===== src/rtl/dbt_pkg.sv =====
package dbt_pkg;
  typedef enum logic [1:0] {
    ACC_EMPTY = 2'd0,
    ACC_HIT   = 2'd1,
    ACC_CONF  = 2'd2
  } acc_kind_e;

  typedef enum logic [1:0] {
    ST_IDLE   = 2'd0,
    ST_ACCESS = 2'd1,
    ST_PRECH  = 2'd2
  } bank_st_e;
endpackage


===== src/rtl/dbt_row_tracker.sv =====
module dbt_row_tracker
  import dbt_pkg::*;
#(
  parameter int ROW_W = 14
) (
  input  logic             clk_i,
  input  logic             rst_ni,
  input  logic             open_i,        // row activated by accepted request
  input  logic [ROW_W-1:0] row_i,
  input  logic             close_i,       // precharge finished
  input  logic             force_empty_i, // precharge in flight: row is going away
  output acc_kind_e        kind_o
);

  logic             open_q;
  logic [ROW_W-1:0] row_q;

  always_ff @(posedge clk_i or negedge rst_ni) begin
    if (!rst_ni) begin
      open_q <= 1'b0;
      row_q  <= '0;
    end else if (open_i) begin
      open_q <= 1'b1;
      row_q  <= row_i;
    end else if (close_i) begin
      open_q <= 1'b0;
    end
  end

  always_comb begin
    if (!open_q || force_empty_i) kind_o = ACC_EMPTY;
    else if (row_q == row_i)      kind_o = ACC_HIT;
    else                          kind_o = ACC_CONF;
  end

  AST_CLOSED_IS_EMPTY: assert property (@(posedge clk_i) disable iff (!rst_ni)
    (close_i && !open_i) |=> (kind_o == ACC_EMPTY));

endmodule


===== src/rtl/dbt_cycle_counter.sv =====
module dbt_cycle_counter #(
  parameter int CNT_W = 4
) (
  input  logic             clk_i,
  input  logic             rst_ni,
  input  logic             load_i,
  input  logic [CNT_W-1:0] load_val_i,
  output logic             zero_o
);

  logic [CNT_W-1:0] cnt_q;

  always_ff @(posedge clk_i or negedge rst_ni) begin
    if (!rst_ni)             cnt_q <= '0;
    else if (load_i)         cnt_q <= load_val_i;
    else if (cnt_q != '0)    cnt_q <= cnt_q - 1'b1;
  end

  assign zero_o = (cnt_q == '0);

  // a new interval may only start once the running one has expired
  AST_LOAD_WHEN_EXPIRED: assert property (@(posedge clk_i) disable iff (!rst_ni)
    load_i |-> zero_o);

endmodule


===== src/rtl/dram_bank_timer.sv =====
module dram_bank_timer
  import dbt_pkg::*;
#(
  parameter int ROW_W    = 14,
  parameter int COL_W    = 10,
  parameter int TAG_W    = 4,
  parameter int UNIT_CYC = 4, // clock cycles per latency unit
  parameter int HIT_U    = 2,
  parameter int EMPTY_U  = 4,
  parameter int CONF_U   = 6,
  parameter int PRE_U    = 2
) (
  input  logic             clk_i,
  input  logic             rst_ni,
  input  logic             close_page_i,
  input  logic             req_valid_i,
  output logic             req_ready_o,
  input  logic [ROW_W-1:0] req_row_i,
  input  logic [COL_W-1:0] req_col_i,
  input  logic [TAG_W-1:0] req_tag_i,
  output logic             done_o,
  output logic [TAG_W-1:0] done_tag_o,
  output logic [COL_W-1:0] done_col_o,
  output logic             done_hit_o,
  output logic             done_conf_o
);

  localparam int HIT_CYC   = HIT_U   * UNIT_CYC;
  localparam int EMPTY_CYC = EMPTY_U * UNIT_CYC;
  localparam int CONF_CYC  = CONF_U  * UNIT_CYC;
  localparam int PRE_CYC   = PRE_U   * UNIT_CYC;
  localparam int MAX_A     = (HIT_CYC > EMPTY_CYC) ? HIT_CYC : EMPTY_CYC;
  localparam int MAX_B     = (CONF_CYC > PRE_CYC) ? CONF_CYC : PRE_CYC;
  localparam int MAX_CYC   = (MAX_A > MAX_B) ? MAX_A : MAX_B;
  localparam int CNT_W     = $clog2(MAX_CYC + 1);

  bank_st_e         state_q, state_d;
  acc_kind_e        kind;
  logic             cnt_zero, cnt_load;
  logic [CNT_W-1:0] cnt_val;
  logic             acc_end, pre_end, accept;

  acc_kind_e        fl_kind_q;
  logic [TAG_W-1:0] fl_tag_q;
  logic [COL_W-1:0] fl_col_q;

  assign acc_end = (state_q == ST_ACCESS) && cnt_zero;
  assign pre_end = (state_q == ST_PRECH)  && cnt_zero;

  // accept in the edge that ends the previous work: no bubble
  assign req_ready_o = (state_q == ST_IDLE) || (acc_end && !close_page_i) || pre_end;
  assign accept      = req_valid_i && req_ready_o;

  dbt_row_tracker #(.ROW_W(ROW_W)) u_rows (
    .clk_i,
    .rst_ni,
    .open_i        (accept),
    .row_i         (req_row_i),
    .close_i       (pre_end),
    .force_empty_i (state_q == ST_PRECH),
    .kind_o        (kind)
  );

  always_comb begin
    cnt_load = 1'b0;
    cnt_val  = '0;
    if (accept) begin
      cnt_load = 1'b1;
      unique case (kind)
        ACC_HIT:  cnt_val = CNT_W'(HIT_CYC - 1);
        ACC_CONF: cnt_val = CNT_W'(CONF_CYC - 1);
        default:  cnt_val = CNT_W'(EMPTY_CYC - 1);
      endcase
    end else if (acc_end && close_page_i) begin
      cnt_load = 1'b1;
      cnt_val  = CNT_W'(PRE_CYC - 1);
    end
  end

  dbt_cycle_counter #(.CNT_W(CNT_W)) u_cnt (
    .clk_i,
    .rst_ni,
    .load_i     (cnt_load),
    .load_val_i (cnt_val),
    .zero_o     (cnt_zero)
  );

  always_comb begin
    state_d = state_q;
    if (accept)       state_d = ST_ACCESS;
    else if (acc_end) state_d = close_page_i ? ST_PRECH : ST_IDLE;
    else if (pre_end) state_d = ST_IDLE;
  end

  always_ff @(posedge clk_i or negedge rst_ni) begin
    if (!rst_ni) begin
      state_q   <= ST_IDLE;
      fl_kind_q <= ACC_EMPTY;
      fl_tag_q  <= '0;
      fl_col_q  <= '0;
    end else begin
      state_q <= state_d;
      if (accept) begin
        fl_kind_q <= kind;
        fl_tag_q  <= req_tag_i;
        fl_col_q  <= req_col_i;
      end
    end
  end

  always_ff @(posedge clk_i or negedge rst_ni) begin
    if (!rst_ni) begin
      done_o      <= 1'b0;
      done_tag_o  <= '0;
      done_col_o  <= '0;
      done_hit_o  <= 1'b0;
      done_conf_o <= 1'b0;
    end else begin
      done_o <= acc_end;
      if (acc_end) begin
        done_tag_o  <= fl_tag_q;
        done_col_o  <= fl_col_q;
        done_hit_o  <= (fl_kind_q == ACC_HIT);
        done_conf_o <= (fl_kind_q == ACC_CONF);
      end
    end
  end

  AST_DONE_PULSE: assert property (@(posedge clk_i) disable iff (!rst_ni)
    done_o |=> !done_o);

  AST_BUSY_AFTER_ACCEPT: assert property (@(posedge clk_i) disable iff (!rst_ni)
    (req_valid_i && req_ready_o) |=> !req_ready_o);

  AST_CLOSE_ALWAYS_EMPTY: assert property (@(posedge clk_i) disable iff (!rst_ni)
    (close_page_i && done_o) |-> (!done_hit_o && !done_conf_o));

  AST_CLASS_EXCLUSIVE: assert property (@(posedge clk_i) disable iff (!rst_ni)
    done_o |-> !(done_hit_o && done_conf_o));

  generate
    if (PRE_CYC > 1) begin : g_pre_chk
      AST_PRECH_HOLDS_READY: assert property (@(posedge clk_i) disable iff (!rst_ni)
        (close_page_i && done_o) |-> !req_ready_o);
    end
  endgenerate

endmodule


===== config.mk =====
export PLATFORM = sky130hd
export DESIGN_NAME = dram_bank_timer
export DESIGN_NICKNAME = d
export VERILOG_FILES = /design/src/rtl/dbt_pkg.sv /design/src/rtl/dbt_row_tracker.sv /design/src/rtl/dbt_cycle_counter.sv /design/src/rtl/dram_bank_timer.sv
export SDC_FILE = /design/constraint.sdc
export NUM_CORES = 1
export LEC_CHECK = 0
export BUFFER_PORTS_ARGS = -buffer_cell sky130_fd_sc_hd__buf_4
export CAP_MARGIN = 20
export CORE_MARGIN = 2
export CORE_UTILIZATION = 35
export DETAILED_ROUTE_END_ITERATION = 6
export GPL_ROUTABILITY_DRIVEN = 0
export GPL_TIMING_DRIVEN = 0
export PLACE_DENSITY = 0.55
export SLEW_MARGIN = 20
export SYNTH_ARGS = -nofsm -noshare
export SYNTH_HDL_FRONTEND = slang
export SYNTH_SLANG_ARGS = --single-unit

===== constraint.sdc =====
create_clock -name clk_i -period 1.9 [get_ports clk_i]
set_input_delay 0.38 -clock clk_i [delete_from_list [all_inputs] [get_ports clk_i]]
set_output_delay 0.38 -clock clk_i [all_outputs]
set_load 0.01 [all_outputs]

==> summary.md, run 1 <==
| Metric | Value |
|---|---|
| Leading register cell type out of synthesis | `dfrtp_1` |
| CP Class | `flip-flop to flip-flop` |
| Initial DRC Count | `47` |
| Post-place setup slack | `-275.5 ps` |
| Crit-path max FO | `10` |
| Critical path's top delay family | `simple AND/OR/NAND/NOR gates` |
| Synth async-reset ratio | `100.0%` |
| Hold slack | `109.8 ps` |
| IO Pins | `50` |
| YS warnings | `0` |
| Post-synth EDFFs | `0` |
| Hold Path Class | `input pin to asynchronous set/reset pin` |
| Area Growth Syn to Fin | `34.00%` |
| Buffers added on ports | `between 40 and 50` |
| Clock Root Buffer | `clkbuf_8` |
| Starting Density | `36.47%` |
| Pin count of the biggest net entering global routing | `56` |
| Total grt overflow | `0` |
| Max Fclk | `449.2 MHz` |
| Die Wd | `88.37 um` |
| Total Wirelength | `4.518 mm` |
| RSZ-0062 raised after global routing | `true` |
| Crit path arrival time | `2420 ps` |
| Worst-Margin Slew | `724.0 ps` |
| Fin worst setup slack | `-326.0 ps` |
| Vias post-DR | `1540` |
| H-tree levels | `2` |
| Layout cell share with drive strength beyond 1 | `54.88%` |
| Final-report max-slew violation count | `0` |
| Post-route ant nets | `0` |
| Largest stage delay on the critical path | `510 ps` |
| Initial antenna violation count | `0` |
| Via count of the first global-routing pass | `approximately 1600` |
| Vias per cell | `4.503` |
| Reg2reg setup slack | `-330 ps` |
| Cell variety after synth | `33` |
| First-pass GRT wire length | `7.534 mm` |
| FF+latch count, synth | `between 50 and 60` |
| # DRC | `0` |
| Syn_nets | `between 200 and 250` |
| Setup Viol. Count Final | `52` |
| DR pass1 iterations | `4` |
| Met2 Usage GRT | `20.37%` |
| RR Startpoint | `u_cnt.cnt_q[0]$_DFFE_PN0P_` |
| Later-pin clock latency in the skew report | `300 ps` |
| Critical path cell sequence | `inv_2, ha_4, or4b_4, buf_6, nor3b_4, a21oi_4, buf_12, mux2_4` |
| Max-cap violation count | `0` |
| Max stage delay cell, worst path | `or4b_4` |
| Failing checks | `setup timing` |
| Crit start category | `flip-flop` |
| Tmin final | `2226 ps` |
| Met1 Usage GRT | `16.59%` |
| Wire per inst | `13.21 um` |
| Syn_area_per_cell | `14.24 um2` |
| Outcome | `finished with violations` |
| Clock Sinks | `between 50 and 60` |
| Endpoint class of the critical path | `flip-flop` |
| N_diodes | `0` |
| Synthesized instance count | `175` |
| # fillers | `roughly 650` |
| Pwr Density | `between 1000 and 1500 mW/mm2` |
| Core area | `between 0.006 and 0.007 mm2` |
| Worst r2r path cells | `8` |
| Seq/Total Area, Yosys | `55.25%` |
| Endpoints failing hold | `0` |
| Worst slew margin | `51.29%` |
| DIE AREA | `0.007808 mm2` |
| Peak supply drop | `0.0005859 V` |
| CP required | `2100 ps` |
| Clock Pin Slew Worst Setup and Hold Paths | `100 ps` |
| Final Net Count | `approximately 280` |
| R2R Path End | `fl_tag_q[0]$_DFFE_PN0P_` |
| Mapped Area | `around 0.0025 mm2` |
| Worst path buffer plus inverter count | `3` |
| Post-route clock period utilization | `117.2%` |
| Pleak | `1.644 nW` |
| Dpl hpwl | `3.054 mm` |
| GRT busiest layer | `met2` |
| CTS Buffer Depth | `2` |
| PnR Total Power | `0.004949 W` |
| Die H | `slightly below 90 um` |
| Clock skew | `7.178 ps` |
| Row Count | `30` |
| Total CTS buffers | `5` |
| CTS tree | `done` |
| Met3 global-route usage | `3.918%` |
| Hold buffers post-CTS | `0` |
| Overall routing resource usage | `around an eighth` |
==> registers in the layout, summed over array words and instances, names as in the netlist <==
register / count
state_q: 2
done_o: 1
u_rows.open_q: 1
fl_kind_q: 2
done_hit_o: 1
u_rows.row_q: 14
u_cnt.cnt_q: 5
done_tag_o: 4
done_conf_o: 1
fl_tag_q: 4
done_col_o: 10
fl_col_q: 10
==> layout make-up <==
class | instances | area, um2 | area share, %
inverters | 5 | 18.77 | 0.5622
clock inverters | 3 | 43.79 | 1.312
flip-flops and latches | 55 | 1376 | 41.23
well taps | 96 | 120.1 | 3.598
clock buffers | 5 | 68.82 | 2.061
multi-input cells | 108 | 1102 | 33.02
repair buffers | 64 | 521.8 | 15.63
plain buffers | 6 | 86.33 | 2.586
==> cell usage in the layout (no fill, tap or decap), drive strengths merged, types with 2 or more instances in the layout <==
cell	n
nand2	10
xor2	3
o21a	2
clkbuf	5
o2bb2ai	2
ha	2
nand4	3
o21ai	4
dfrtp	55
mux2	44
a21oi	6
nor2b	3
inv	5
xnor2	15
clkinv	2
nor3	2
nor3b	2
nor2	2
buf	69
==> what timing repair did <==
| action | in CTS | in global routing |
|---|---|---|
| pin swaps | 3 | 3 |
| resized for setup | 12 | 7 |
| setup buffers | 11 | 3 |
| setup endpoints to repair | 52 | 55 |
| cloned | 1 | 0 |
==> through the flow <==
stage                     setup TNS [ps]  area [um2]  utilization [%]  std cells
after CTS                         -13330        3281            48.02        339
after detailed placement          -10260        3009            44.05        320
after global placement            -10550        3009            44.05        320
after global routing              -19640        3338            48.86        342
final                             -14870        3338            48.86        342
after floorplan                    -3988        2521                -        175
==> how the worst max path moves through the flow <==
stage               slack (ps)  cells past startpoint                       start                          end
global route              -410                      8  u_cnt.cnt_q[0]$_DFFE_PN0P_     fl_kind_q[0]$_DFFE_PN0P_
floorplan                 -140                      8  u_cnt.cnt_q[0]$_DFFE_PN0P_      fl_col_q[0]$_DFFE_PN0P_
detailed placement        -280                      8  u_cnt.cnt_q[0]$_DFFE_PN0P_  u_rows.row_q[8]$_DFFE_PN0P_
global placement          -290                      8  u_cnt.cnt_q[0]$_DFFE_PN0P_      fl_tag_q[0]$_DFFE_PN0P_
CTS                       -340                      7  u_cnt.cnt_q[0]$_DFFE_PN0P_                  req_ready_o
finish                    -330                      8  u_cnt.cnt_q[0]$_DFFE_PN0P_      fl_tag_q[0]$_DFFE_PN0P_
==> cells by family after synthesis <==
| family | after synthesis | synth area share, % |
|---|---|---|
| buffers and inverters | 12 | 2.963 |
| AND/OR/NAND/NOR | 27 | 6.229 |
| multiplexers | 44 | 23.66 |
| adder cells (fa/ha/maj) | 2 | 1.004 |
| XOR/XNOR | 18 | 6.329 |
| AO/OA/AOI/OAI | 17 | 4.571 |
| flip-flops | 55 | 55.25 |
==> where the power goes <==
group,internal (W),switching (W)
sequential,0.00173,0.000347
combinational,0.00136,0.000737
clock,0.000393,0.000375
==> worst reg2reg max path: stages (launching register included) <==
cell     delay [ps]
dfrtp_1         410
inv_2            80
ha_4            120
or4b_4          510
buf_6           160
nor3b_4         240
a21oi_4         110
buf_12          190
mux2_4          300
==> routing by layer <==
metal	up-vias	wire (um)
met5	-	0
met2	41	2067
met3	6	267
li1	742	-
met1	751	2128
met4	0	54
==> cell usage after synthesis, types with 2 or more instances <==
cell type | n | area, um2
dfrtp_1 | 55 | 1376
mux2_4 | 25 | 375.4
mux2_2 | 19 | 214.0
xnor2_1 | 15 | 131.4
nand2_1 | 9 | 33.78
a21oi_1 | 5 | 25.02
inv_1 | 5 | 18.77
buf_6 | 3 | 33.78
nand4_1 | 3 | 18.77
nor2b_1 | 3 | 18.77
o21ai_0 | 3 | 15.01
xor2_1 | 3 | 26.28
buf_2 | 2 | 10.01
ha_1 | 2 | 25.02
nor2_1 | 2 | 7.510
nor3_1 | 2 | 10.01
o21a_1 | 2 | 15.01
o2bb2ai_1 | 2 | 17.52
Power figures use the tool's default switching activity.
==> inputs of run 2 (changes only) <==
--- a/config.mk
+++ b/config.mk
@@ -13,6 +13,7 @@
 export GPL_ROUTABILITY_DRIVEN = 0
 export GPL_TIMING_DRIVEN = 0
 export PLACE_DENSITY = 0.55
+export SKIP_LAST_GASP = 1
 export SLEW_MARGIN = 20
 export SYNTH_ARGS = -nofsm -noshare
 export SYNTH_HDL_FRONTEND = slang
==> run 2 against run 1 <==
Against the previous run: the flow still finishes with violations (setup timing); sequential share of layout area about the same; die area unchanged; combinational power is essentially flat; critical endpoint unchanged; largest power group unchanged; highest routed layer unchanged.
==> summary.md, run 2 (same netlist as run 1, synthesis figures left out) <==
| Metric | Value |
|---|---|
| Outcome | `finished with violations (unchanged)` |
| Failing checks | `setup timing (unchanged)` |
| Hold Path Class | `input pin to asynchronous set/reset pin (unchanged)` |
| Commonest non-fill, non-tap cells in the layout | `buf_4 (61), dfrtp_1 (55), mux2_4 (25) (unchanged)` |
| CP required | `2100 ps (about the same)` |
| R2R Path End | `fl_tag_q[0]$_DFFE_PN0P_ (unchanged)` |
| Fin worst setup slack | `-326.0 ps (unchanged)` |
| FF+latch area | `0.001376 mm2 (unchanged)` |
| Later-pin clock latency in the skew report | `300 ps (about the same)` |
| Largest register FFs | `14 (unchanged)` |
| Die Wd | `88.37 um (unchanged)` |
| Worst slew margin | `51.29% (unchanged)` |
| Tmin final | `2226 ps (unchanged)` |
| Wire length on met2 | `2.067 mm (unchanged)` |
| Post-route clock period utilization | `117.2% (unchanged)` |
| RR Startpoint | `u_cnt.cnt_q[0]$_DFFE_PN0P_ (unchanged)` |
| PnR Total Power | `0.004944 W (was 0.004949 W)` |
| Total CTS buffers | `5 (unchanged)` |
| Initial DRC Count | `50 (was 47)` |
| RSZ-0062 raised after global routing | `true (unchanged)` |
| Top layer in use | `met4 (unchanged)` |
| Final std cells w/o fill | `342 (unchanged)` |
| Pwr Density | `1482 mW/mm2 (about the same)` |
| Die H | `88.37 um (unchanged)` |
| Largest regs | `u_rows.row_q: 14 flops, done_col_o: 10 flops, fl_col_q: 10 flops (unchanged)` |
| Endpoints failing hold | `0 (unchanged)` |
| Starting Density | `36.47% (unchanged)` |
| Core area | `0.006832 mm2 (unchanged)` |
| DIE AREA | `0.007808 mm2 (unchanged)` |
| Clock Root Buffer | `clkbuf_8 (unchanged)` |
| # placed instances | `320 (unchanged)` |
| Worst-Margin Slew | `724.0 ps (unchanged)` |
| # fillers | `654 (unchanged)` |
| # DRC | `0 (unchanged)` |
| Setup Viol. Count Final | `52 (unchanged)` |
| Initial antenna violation count | `0 (unchanged)` |
| Clock Pin Slew Worst Setup and Hold Paths | `100 ps (about the same)` |
| Commonest non-fill, non-tap cell in the layout | `buf_4 (unchanged)` |
| Row Count | `30 (unchanged)` |
| Total Wirelength | `4.518 mm (unchanged)` |
| Buffers added on ports | `49 (unchanged)` |
| Routed met1 length | `2.130 mm (was 2.128 mm)` |
| Peak supply drop | `0.0005859 V (about the same)` |
| CTS tree | `done (unchanged)` |
| Clock Sinks | `55 (unchanged)` |
| Via count of the first global-routing pass | `1622 (unchanged)` |
| Crit-path max FO | `10 (unchanged)` |
| IO Pins | `50 (unchanged)` |
| Max Fclk | `449.2 MHz (unchanged)` |
| Overall routing resource usage | `12.73% (unchanged)` |
| Pleak | `1.644 nW (about the same)` |
| Total grt overflow | `0 (unchanged)` |
| Area of the multi-input gates | `0.001100 mm2 (was 0.001102 mm2)` |
| WL met3 | `267 um (unchanged)` |
| Wire per inst | `13.21 um (unchanged)` |
| Fin util | `48.83% (was 48.86%)` |
| Biggest register | `u_rows.row_q (unchanged)` |
| CP Class | `flip-flop to flip-flop (unchanged)` |
| Dpl hpwl | `3.054 mm (unchanged)` |
| Layout cell share with drive strength beyond 1 | `54.47% (was 54.88%)` |
| CTS Buffer Depth | `2 (unchanged)` |
| Clock skew | `7.178 ps (unchanged)` |
| N_diodes | `0 (unchanged)` |
| Vias per cell | `4.503 (unchanged)` |
| Vias post-DR | `1540 (unchanged)` |
| Crit start category | `flip-flop (unchanged)` |
| H-tree levels | `2 (unchanged)` |
| Final-report max-slew violation count | `0 (unchanged)` |
| Post-route ant nets | `0 (unchanged)` |
| Crit path arrival time | `2420 ps (about the same)` |
| Hold slack | `109.8 ps (unchanged)` |
| First-pass GRT wire length | `7.534 mm (unchanged)` |
| Area Growth Syn to Fin | `33.90% (was 34.00%)` |
| Max-cap violation count | `0 (unchanged)` |
| Endpoint class of the critical path | `flip-flop (unchanged)` |
| DR pass1 iterations | `4 (unchanged)` |
| Worst r2r path cells | `8 (unchanged)` |
| Final Net Count | `279 (unchanged)` |
| Reg2reg setup slack | `-330 ps (about the same)` |
| Pin count of the biggest net entering global routing | `56 (unchanged)` |
run 2: changes by cell type in the layout (fill, tap and decap cells not counted):
cell     delta
nand2_1     +1
nand2_2     -1
run 2: report_power, final:
part,switching (W),internal [W]
Sequential,0.000347,0.00173
Combinational,0.000734,0.00136
Clock,0.000375,0.000393
Total,0.00146,0.00349
run 2: worst max-delay path by stage:
stage,start,to,slack (ps),cells after the start
floorplan,u_cnt.cnt_q[0]$_DFFE_PN0P_,fl_col_q[0]$_DFFE_PN0P_,-140,8
global placement,u_cnt.cnt_q[0]$_DFFE_PN0P_,fl_tag_q[0]$_DFFE_PN0P_,-290,8
detailed placement,u_cnt.cnt_q[0]$_DFFE_PN0P_,u_rows.row_q[8]$_DFFE_PN0P_,-280,8
CTS,u_cnt.cnt_q[0]$_DFFE_PN0P_,req_ready_o,-340,7
global route,u_cnt.cnt_q[0]$_DFFE_PN0P_,req_ready_o,-420,7
finish,u_cnt.cnt_q[0]$_DFFE_PN0P_,fl_tag_q[0]$_DFFE_PN0P_,-330,8
run 2: critical path, cell delays in order (launching register included):
cell and delay (ps):
dfrtp_1 410, inv_2 80, ha_4 120, or4b_4 510
buf_6 160, nor3b_4 240, a21oi_4 110, buf_12 180
mux2_4 300
run 2: layer usage:
layer | GRT usage, % | up-vias
met5 | 0 | -
met4 | 4.132 | 0
met3 | 3.918 | 6
met2 | 20.37 | 41
met1 | 16.59 | 751
li1 | - | 742
run 2: repair_timing:
| item | CTS | global route |
|---|---|---|
| hold buffers | 0 | 0 |
| pin swaps | 3 | 3 |
| gates cloned | 1 | 0 |
| endpoints found under the setup margin | 52 | 55 |
| buffers inserted | 11 | 3 |
| gates resized for setup | 12 | 6 |
run 2: per-stage QoR:
step / setup TNS [ps] / setup slack, ps / instance area, um2
6_report: -14880 / -326.0 / 3336
5_1_grt: -19650 / -416.2 / 3336
4_1_cts: -13330 / -338.8 / 3281
3_5_place_dp: -10260 / -275.5 / 3009
3_3_place_gp: -10550 / -294.5 / 3009
2_1_floorplan: -3988 / -143.3 / 2521
run 2: area by class of cell:
class | instances | share of cell area (%)
multi-input cells | 108 | 32.97
flip-flops and latches | 55 | 41.26
clock buffers | 5 | 2.063
clock inverters | 3 | 1.313
inverters | 5 | 0.5626
repair buffers | 64 | 15.64
plain buffers | 6 | 2.588
well taps | 96 | 3.601
